<file path="src/rtl/ebus_pkg.sv">
package ebus_pkg;

    localparam int SPEED_W = 2;
    localparam int WAIT_W  = 3;

    typedef enum logic [2:0] {
        ST_IDLE,
        ST_ADDR,
        ST_CE_SETUP,
        ST_STROBE,
        ST_STB_HOLD,
        ST_CE_HOLD,
        ST_DONE,
        ST_ERR
    } ebus_state_e;

    typedef struct packed {
        logic               rdy_mode;
        logic [SPEED_W-1:0] speed;
        logic               enable;
        logic [WAIT_W-1:0]  waits;
    } ebus_ctl_t;

endpackage

</file>
<file path="src/rtl/ebus_ctl_reg.sv">
module ebus_ctl_reg
    import ebus_pkg::*;
#(
    parameter bit STRAP_LOAD = 1'b1
) (
    input  logic               clk,
    input  logic               rst_n,
    input  logic [SPEED_W-1:0] strap_speed,
    input  logic               strap_enable,
    input  logic               cfg_we,
    input  ebus_ctl_t          cfg_ctl,
    output ebus_ctl_t          ctl_q
);

    ebus_ctl_t rst_val;

    generate
        if (STRAP_LOAD) begin : g_strap
            always_comb begin
                rst_val        = '0;
                rst_val.speed  = strap_speed;
                rst_val.enable = strap_enable;
            end
        end else begin : g_zero
            logic unused_straps;
            assign unused_straps = ^{strap_speed, strap_enable};
            assign rst_val = '0;
        end
    endgenerate

    always_ff @(posedge clk) begin
        if (!rst_n) begin
            ctl_q <= rst_val;
        end else if (cfg_we) begin
            ctl_q <= cfg_ctl;
        end
    end

endmodule

</file>
<file path="src/rtl/ebus_tick_gen.sv">
module ebus_tick_gen #(
    parameter int SPEED_W = 2
) (
    input  logic               clk,
    input  logic               rst_n,
    input  logic [SPEED_W-1:0] speed,
    output logic               tick
);

    localparam int DIV_W = SPEED_W;
    localparam logic [DIV_W-1:0] DIV_TOP = DIV_W'((2 ** SPEED_W) - 1);

    logic [DIV_W-1:0] cnt_q;
    logic [DIV_W-1:0] div_m1;

    // Highest rate code divides by one, lowest by 2**SPEED_W.
    assign div_m1 = DIV_TOP - speed;
    assign tick   = (cnt_q >= div_m1);

    always_ff @(posedge clk) begin
        if (!rst_n) begin
            cnt_q <= '0;
        end else if (tick) begin
            cnt_q <= '0;
        end else begin
            cnt_q <= cnt_q + 1'b1;
        end
    end

endmodule

</file>
<file path="src/rtl/ebus_phase_timer.sv">
module ebus_phase_timer #(
    parameter int CNT_W = 3
) (
    input  logic             clk,
    input  logic             rst_n,
    input  logic             clr,
    input  logic             tick,
    input  logic [CNT_W-1:0] limit,
    output logic             done
);

    logic [CNT_W-1:0] cnt_q;

    // Saturates at the limit so a stalled phase keeps reporting done on ticks.
    assign done = tick && (cnt_q == limit);

    always_ff @(posedge clk) begin
        if (!rst_n) begin
            cnt_q <= '0;
        end else if (clr) begin
            cnt_q <= '0;
        end else if (tick && (cnt_q != limit)) begin
            cnt_q <= cnt_q + 1'b1;
        end
    end

endmodule

</file>
<file path="src/rtl/ebus_cycle_fsm.sv">
module ebus_cycle_fsm
    import ebus_pkg::*;
#(
    parameter int ADDR_W = 16,
    parameter int DATA_W = 16
) (
    input  logic              clk,
    input  logic              rst_n,
    input  logic              tick,
    input  logic              phase_done,
    output logic              phase_clr,
    output logic [WAIT_W-1:0] phase_limit,
    input  logic              ch_enable,
    input  logic              ch_rdy_mode,
    input  logic [WAIT_W-1:0] ch_waits,
    input  logic              req,
    input  logic              req_we,
    input  logic [ADDR_W-1:0] req_addr,
    input  logic [DATA_W-1:0] req_wdata,
    output logic              ack,
    output logic              ack_err,
    output logic [DATA_W-1:0] ack_rdata,
    output logic [ADDR_W-1:0] ext_addr,
    output logic [DATA_W-1:0] ext_dout,
    output logic              ext_doe,
    input  logic [DATA_W-1:0] ext_din,
    output logic              ext_ce_n,
    output logic              ext_we_n,
    output logic              ext_oe_n,
    input  logic              ext_rdy
);

    ebus_state_e       state_q, state_d;
    logic              we_q;
    logic              rdy_mode_q;
    logic [WAIT_W-1:0] waits_q;
    logic              rdy_q;
    logic              accept;
    logic              we_d;
    logic              strobe_end;

    assign accept     = (state_q == ST_IDLE) && (state_d == ST_ADDR);
    assign we_d       = accept ? req_we : we_q;
    assign strobe_end = (state_q == ST_STROBE) && (state_d == ST_STB_HOLD);

    assign phase_clr   = (state_d != state_q);
    assign phase_limit = (state_q == ST_STROBE) ? '0 : waits_q;

    // Next-state logic
    always_comb begin
        state_d = state_q;
        unique case (state_q)
            ST_IDLE: begin
                if (req && !ch_enable) begin
                    state_d = ST_ERR;
                end else if (req && tick) begin
                    state_d = ST_ADDR;
                end
            end
            ST_ADDR: begin
                if (phase_done) state_d = ST_CE_SETUP;
            end
            ST_CE_SETUP: begin
                if (phase_done) state_d = ST_STROBE;
            end
            ST_STROBE: begin
                if (phase_done && (!rdy_mode_q || rdy_q)) state_d = ST_STB_HOLD;
            end
            ST_STB_HOLD: begin
                if (phase_done) state_d = ST_CE_HOLD;
            end
            ST_CE_HOLD: begin
                if (phase_done) state_d = ST_DONE;
            end
            ST_DONE: state_d = ST_IDLE;
            ST_ERR:  state_d = ST_IDLE;
            default: state_d = ST_IDLE;
        endcase
    end

    // State register and per-cycle latches
    always_ff @(posedge clk) begin
        if (!rst_n) begin
            state_q    <= ST_IDLE;
            we_q       <= 1'b0;
            rdy_mode_q <= 1'b0;
            waits_q    <= '0;
            rdy_q      <= 1'b0;
        end else begin
            state_q <= state_d;
            rdy_q   <= ext_rdy;
            if (accept) begin
                we_q       <= req_we;
                rdy_mode_q <= ch_rdy_mode;
                waits_q    <= ch_waits;
            end
        end
    end

    // Registered outputs, decoded from the next state
    always_ff @(posedge clk) begin
        if (!rst_n) begin
            ack       <= 1'b0;
            ack_err   <= 1'b0;
            ack_rdata <= '0;
            ext_addr  <= '0;
            ext_dout  <= '0;
            ext_doe   <= 1'b0;
            ext_ce_n  <= 1'b1;
            ext_we_n  <= 1'b1;
            ext_oe_n  <= 1'b1;
        end else begin
            ack      <= (state_d == ST_DONE) || (state_d == ST_ERR);
            ack_err  <= (state_d == ST_ERR);
            ext_ce_n <= !((state_d == ST_CE_SETUP) || (state_d == ST_STROBE) ||
                          (state_d == ST_STB_HOLD));
            ext_we_n <= !((state_d == ST_STROBE) && we_d);
            ext_oe_n <= !((state_d == ST_STROBE) && !we_d);
            ext_doe  <= we_d && ((state_d == ST_ADDR) || (state_d == ST_CE_SETUP) ||
                                 (state_d == ST_STROBE));
            if (accept) begin
                ext_addr <= req_addr;
                ext_dout <= req_wdata;
            end
            if (strobe_end && !we_q) begin
                ack_rdata <= ext_din;
            end
        end
    end

endmodule

</file>
<file path="src/rtl/ebus_seq.sv">
module ebus_seq
    import ebus_pkg::*;
#(
    parameter int ADDR_W     = 16,
    parameter int DATA_W     = 16,
    parameter bit STRAP_LOAD = 1'b1
) (
    input  logic              clk,
    input  logic              rst_n,
    input  logic [1:0]        strap_speed,
    input  logic              strap_enable,
    input  logic              cfg_we,
    input  logic [1:0]        cfg_speed,
    input  logic [2:0]        cfg_wait,
    input  logic              cfg_rdy_mode,
    input  logic              cfg_enable,
    input  logic              req,
    input  logic              req_we,
    input  logic [ADDR_W-1:0] req_addr,
    input  logic [DATA_W-1:0] req_wdata,
    output logic              ack,
    output logic              ack_err,
    output logic [DATA_W-1:0] ack_rdata,
    output logic [ADDR_W-1:0] ext_addr,
    output logic [DATA_W-1:0] ext_dout,
    output logic              ext_doe,
    input  logic [DATA_W-1:0] ext_din,
    output logic              ext_ce_n,
    output logic              ext_we_n,
    output logic              ext_oe_n,
    input  logic              ext_rdy
);

    ebus_ctl_t         cfg_ctl;
    ebus_ctl_t         ctl_q;
    logic              tick;
    logic              phase_done;
    logic              phase_clr;
    logic [WAIT_W-1:0] phase_limit;

    always_comb begin
        cfg_ctl.rdy_mode = cfg_rdy_mode;
        cfg_ctl.speed    = cfg_speed;
        cfg_ctl.enable   = cfg_enable;
        cfg_ctl.waits    = cfg_wait;
    end

    ebus_ctl_reg #(.STRAP_LOAD(STRAP_LOAD)) u_ctl (
        .clk          (clk),
        .rst_n        (rst_n),
        .strap_speed  (strap_speed),
        .strap_enable (strap_enable),
        .cfg_we       (cfg_we),
        .cfg_ctl      (cfg_ctl),
        .ctl_q        (ctl_q)
    );

    ebus_tick_gen #(.SPEED_W(SPEED_W)) u_tick (
        .clk   (clk),
        .rst_n (rst_n),
        .speed (ctl_q.speed),
        .tick  (tick)
    );

    ebus_phase_timer #(.CNT_W(WAIT_W)) u_timer (
        .clk   (clk),
        .rst_n (rst_n),
        .clr   (phase_clr),
        .tick  (tick),
        .limit (phase_limit),
        .done  (phase_done)
    );

    ebus_cycle_fsm #(.ADDR_W(ADDR_W), .DATA_W(DATA_W)) u_fsm (
        .clk         (clk),
        .rst_n       (rst_n),
        .tick        (tick),
        .phase_done  (phase_done),
        .phase_clr   (phase_clr),
        .phase_limit (phase_limit),
        .ch_enable   (ctl_q.enable),
        .ch_rdy_mode (ctl_q.rdy_mode),
        .ch_waits    (ctl_q.waits),
        .req         (req),
        .req_we      (req_we),
        .req_addr    (req_addr),
        .req_wdata   (req_wdata),
        .ack         (ack),
        .ack_err     (ack_err),
        .ack_rdata   (ack_rdata),
        .ext_addr    (ext_addr),
        .ext_dout    (ext_dout),
        .ext_doe     (ext_doe),
        .ext_din     (ext_din),
        .ext_ce_n    (ext_ce_n),
        .ext_we_n    (ext_we_n),
        .ext_oe_n    (ext_oe_n),
        .ext_rdy     (ext_rdy)
    );

endmodule

</file>
<file path="config.mk">
export PLATFORM = sky130hd
export DESIGN_NAME = ebus_seq
export DESIGN_NICKNAME = d
export VERILOG_FILES = /design/src/rtl/ebus_pkg.sv /design/src/rtl/ebus_ctl_reg.sv /design/src/rtl/ebus_tick_gen.sv /design/src/rtl/ebus_phase_timer.sv /design/src/rtl/ebus_cycle_fsm.sv /design/src/rtl/ebus_seq.sv
export SDC_FILE = /design/constraint.sdc
export NUM_CORES = 1
export LEC_CHECK = 0
export CAP_MARGIN = 20
export CORE_MARGIN = 1
export CORE_UTILIZATION = 40
export DETAILED_ROUTE_END_ITERATION = 8
export DONT_BUFFER_PORTS = 1
export GPL_ROUTABILITY_DRIVEN = 0
export GPL_TIMING_DRIVEN = 0
export PLACE_DENSITY = 0.56
export SYNTH_ARGS = -nofsm -noshare
export SYNTH_HDL_FRONTEND = slang
export SYNTH_HIERARCHICAL = 1
export SYNTH_SLANG_ARGS = --single-unit
</file>
<file path="constraint.sdc">
create_clock -name clk -period 3.17 [get_ports clk]
set_input_delay 0.634 -clock clk [delete_from_list [all_inputs] [get_ports clk]]
set_output_delay 0.634 -clock clk [all_outputs]
set_load 0.005 [all_outputs]
</file>
---- Yosys cells after proc, flatten, opt, wreduce, memory -nomap -nowiden ----
Index checks and enable logic that the tools add are counted.
Widths: inputs -> output; s select.
storage, ports and cells
  register bits ........................... 75
  input port bits ......................... 64
  output and inout port bits .............. 54
  logic and storage cells ................. 82
operators by class
  add/sub/neg operators ................... 3
  $lt $le $gt $ge ......................... 1
  eq/ne operators ......................... 17
  multiplexer cells ....................... 12
  bitwise operators ....................... 1
  reductions and logical operators ........ 28
operators by type and width
  cell                 count
  $mux 3               8
  $eq 3x3->1 const B   7
  $pmux 3 s7           1
  $eq 3x2->1 const B   4
  $mux 6               2
  $logic_and 1x1->1    11
  $logic_not 1->1      7
  $eq 3x1->1 const B   2
  $logic_or 1x1->1     6
  $ne 3x3->1           2
  $reduce_or 2->1      3
  $add 3x1->3 const B  1
  $eq 3x3->1           1
  $logic_not 3->1      1
  $add 2x1->2 const B  1
  $ge 2x2->1           1
  $ne 2x1->1 const B   1
  $sub 2x2->2 const A  1
  $mux 1               1
  $not 1->1            1

---- Logic depth before layout (Yosys ltp) ----
  depth after elaboration ................. 13
  gate-level depth with buffers ........... 14
  gate-level depth less buffers ........... 13

---- Hierarchy ----
Netlist, hierarchy kept.
by module, submodules not included
  module            times used  cells an instance  area an instance (sq um)  sequential area each (sq um)
  ebus_cycle_fsm    1           266                2321.0                    1261.2
  ebus_ctl_reg      1           27                 299.0                     170.2
  ebus_phase_timer  1           32                 250.2                     60.1
  ebus_tick_gen     1           12                 116.4                     40.0

---- Worst setup path after synthesis ----
OpenSTA, ideal clock, no wires.
  kind .................................... reg2reg
  start point ............................. register u_tick.cnt_q[0]
  end point ............................... register u_timer.cnt_q[0]
  setup time .............................. 123 ps
  arrival ................................. 2711 ps
  data required time ...................... 3047 ps
  path slack .............................. 335 ps
  stages on the path, launching flop included .. 15
  buffers on the path ..................... 1
  clock period less this slack ............ 2835 ps
  cells stage by stage .................... dfxtp_1 > inv_1 > ha_1 > nand2b_1 > a21o_1 > clkbuf_1 > inv_1 > nor4_1 > nand2_1 > or2_2 > o2bb2ai_1 > o21ai_0 > and4bb_2 > a21oi_1 > nand3_1
between the ends
  longest elaborated chain between the ends .. 7
  elaborated cells between the ends (all ways) .. 15
  classes of those cells .................. order compare: 1; eq/ne: 1; mux: 8; reduce/logical: 5
RTL lines
  what                         RTL line                text
  start, declared              ebus_tick_gen.sv:13     logic [DIV_W-1:0] cnt_q;
  start signal, assigned       ebus_tick_gen.sv:26     cnt_q <= cnt_q + 1'b1;
  $ge 2x2->1 *                 ebus_tick_gen.sv:18     assign tick = (cnt_q >= div_m1);
  net tick                     ebus_seq.sv:36          logic tick;
  $logic_and 1x1->1 *          ebus_phase_timer.sv:15  assign done = tick && (cnt_q == limit);
  net phase_done               ebus_seq.sv:37          logic phase_done;
  $logic_and 1x1->1            ebus_cycle_fsm.sv:67    if (phase_done && (!rdy_mode_q || rdy_q)) state_d = ST_STB_HOLD;
  $mux 3                       ebus_cycle_fsm.sv:67
  $pmux 3 s7 *                 ebus_cycle_fsm.sv:52    unique case (state_q)
  $ne 3x3->1 *                 ebus_cycle_fsm.sv:46    assign phase_clr = (state_d != state_q);
  net phase_clr                ebus_seq.sv:38          logic phase_clr;
  $reduce_or 2->1 (no line) *  --
  end signal, assigned         ebus_phase_timer.sv:23  cnt_q <= cnt_q + 1'b1;
  end, declared                ebus_phase_timer.sv:12  logic [CNT_W-1:0] cnt_q;
Mark *: on every way through the listed nets, which the timed path passes. The rest lies on a longest branch.
A chain may end at the register's enable or synchronous reset.

---- Final worst setup path ----
Same ends and word-level chain as after synthesis.

==> metrics.txt <==
outcome=complete, no violations; upper clock frequency limit=345 MHz; Mean Syn Cell Area=8.86 sq um; vias per cell=5.05; Final setup viols=0; HPWL after DPL=4.59 mm; commonest non-fill, non-tap cell in the layout=nand2_1; Worst-path clk slew=80 ps; register area share after synthesis=51.3%; initial antenna violation count=0; Yosys Warn Count=6; vias in the first global route=2143; htree depth=3; GRT overflow=0; # port buffers=0; CTS max path bufs=2; Post-Syn Instances=337; DR iter-0 viols=114; RR Startpoint=u_tick/cnt_q[0]; WP data arrival=3190 ps; worst min-delay path startpoint=req_wdata[6]; synthesized area=2990 sq um; VDD IR max=0.238 mV; Max-cap violations=0; reg-to-reg slack, setup=270 ps; worst hold margin=411 ps; Worst setup EP type=flop; Finished Cell Area=3310 sq um; GRT Util Overall=16.5%; largest net degree at the start of global routing=14; post-layout min period=2900 ps; post-CTS setup buffer count=0; Power per Cell Area=683 nW/um^2; Startpoint Class=flop; Leakage=1.33 nW; Starting Density=41.2%; # rows=31; unrepaired setup endpoints after global routing=false; I/O Pins=118; reg2reg path depth=13; die width=88.4 um; die outline area=7820 sq um; Worst Hold Path Cells=2; HP Class=input port to flop; layout cell share with drive strength beyond 1=8.55%; Clock Latency Late Sink=350 ps; Core ar.=7250 sq um; Num CTS Buffers=9; pins over their slew limit=0; Setup Skew=9.62 ps; Clk Tree Root Cell=clkbuf_8; global-route wire length before repair=9.67 mm; commonest non-fill, non-tap cells in the layout=77 x nand2_1, 72 x dfxtp_1, 38 x a21oi_1; Crit Path Category=flop to flop; CP Max Fanout=12; # nets final=414; Critical Path RT=3460 ps; Worst Tran Pin Value=785 ps; FF-to-FF End=u_timer/cnt_q[0]; clk sinks=75; wire per inst=14.3 um; Seq cells post-synth=75; WHS Endpoint=u_fsm/ext_dout[6]; die height=88.4 um; async set-reset flop share out of synthesis=0%; Pre-Repair DR Iteration Count=4; Hold Vio Cnt, Final=0; Post-Syn Nets=404; TritonCTS clock tree=done; Rel. slew slack=47.2%; Vias=2272; distinct cell type count after synthesis=46; diode count=0; Main synth FF type=dfxtp_1; DR DRC count=0; Area Overhead vs Synth=10.7%; Post-synth EDFFs=3; DP Area=3110 sq um; Routed Antenna Nets=0; final worst-path cycle share=91.4%; WL final=6.44 mm
-- kinds of logic after synthesis --
kind of cell	share of synthesized area, %
AND/OR/NAND/NOR	22.9
flip-flops	51.3
multiplexers	7.42
AO/OA/AOI/OAI	11.3
XOR/XNOR	1.17
buffers and inverters	4.73
adder cells (fa/ha/maj)	1.26
-- flip-flops by register name, indices dropped and copies added (netlist names) --
name,flops
u_fsm/rdy_mode_q,1
u_fsm/ack,1
u_fsm/ext_dout,16
u_fsm/state_q,3
u_fsm/ext_we_n,1
u_timer/cnt_q,3
u_fsm/rdy_q,1
u_ctl/ctl_q,7
u_fsm/ext_ce_n,1
u_fsm/we_q,1
u_fsm/ext_addr,16
u_fsm/ext_oe_n,1
u_tick/cnt_q,2
u_fsm/ack_rdata,16
u_fsm/ext_doe,1
u_fsm/waits_q,3
u_fsm/ack_err,1
-- repair_timing --
| item | CTS | global route |
|---|---|---|
| resized for setup | 1 | 3 |
| hold buffers | 0 | 0 |
| setup endpoints to repair | 11 | 12 |
-- critical path, stage by stage (launching register included) --
cell and delay, ps:
dfxtp_1 380, inv_1 60, ha_1 260, nand2b_1 130, a21o_2 260, inv_1 80
nor4_2 310, nand2_1 180, a21o_1 190, nand4_1 230, o21ai_2 110, nand3b_1 150
or4_1 400, nand3_1 80
-- layout make-up --
type                       count  area [sq um]
inverter                      10          37.5
sequential                    75          1530
clock buffer                   9           124
fill                         730          3950
buffer                        19           100
multi-input combinational    232          1330
tap                           99           124
clock inverter                 6          65.1
-- synth_stat cells (3+ instances only) --
cell	number	area (sq um)
nand2_1	77	289
dfxtp_1	72	1440
a21oi_1	38	190
nor2_1	23	86.3
mux2i_1	21	210
clkbuf_1	13	48.8
inv_1	10	37.5
nor2b_1	7	43.8
nand2b_1	6	37.5
o21ai_0	6	30.0
nand3_1	5	25.0
and2_1	4	25.0
buf_4	3	22.5
edfxtp_1	3	90.1
ha_1	3	37.5
o31ai_1	3	22.5
xor2_1	3	26.3
-- power by group --
group | leakage [nW] | switching [mW] | total [mW] | internal, mW
Sequential | 0.615 | 0.0600 | 1.09 | 1.03
Combinational | 0.616 | 0.269 | 0.452 | 0.183
Clock | 0.0955 | 0.356 | 0.716 | 0.360
Total | 1.33 | 0.685 | 2.26 | 1.57
-- metrics by stage --
| stage | utilization [%] | power (mW) | worst slack (ps) | instances | setup TNS, ps |
|---|---|---|---|---|---|
| floorplan | - | 1.45 | 335 | 337 | 0 |
| global route | 45.6 | 2.39 | 38.8 | 450 | 0 |
| CTS | 45.4 | 2.28 | 46.6 | 450 | 0 |
| finish | 45.6 | 2.26 | 274 | 450 | 0 |
| global placement | 42.9 | 1.55 | -98.7 | 436 | -98.7 |
| detailed placement | 42.9 | 1.55 | -152 | 436 | -152 |
-- layer usage --
layer | part of all wire (%) | global-route usage (%) | up-vias
met5 | 0 | 0 | -
met2 | 47 | 25.2 | 64
met1 | 44 | 20.3 | 1046
li1 | - | - | 1151
met4 | 1.9 | 8.50 | 0
met3 | 7.2 | 6.16 | 11
-- worst max path at each step --
stage                          from          endpoint  slack [ps]  cells after the start
floorplan           u_tick/cnt_q[0]  u_timer/cnt_q[0]         340                     14
global placement    u_tick/cnt_q[0]  u_timer/cnt_q[0]        -100                     14
detailed placement  u_tick/cnt_q[0]  u_timer/cnt_q[0]        -150                     14
CTS                 u_tick/cnt_q[0]  u_timer/cnt_q[0]          50                     13
global route        u_tick/cnt_q[0]  u_timer/cnt_q[0]          40                     13
finish              u_tick/cnt_q[0]  u_timer/cnt_q[0]         270                     13
Note: power is estimated with default switching activity, not from simulation.
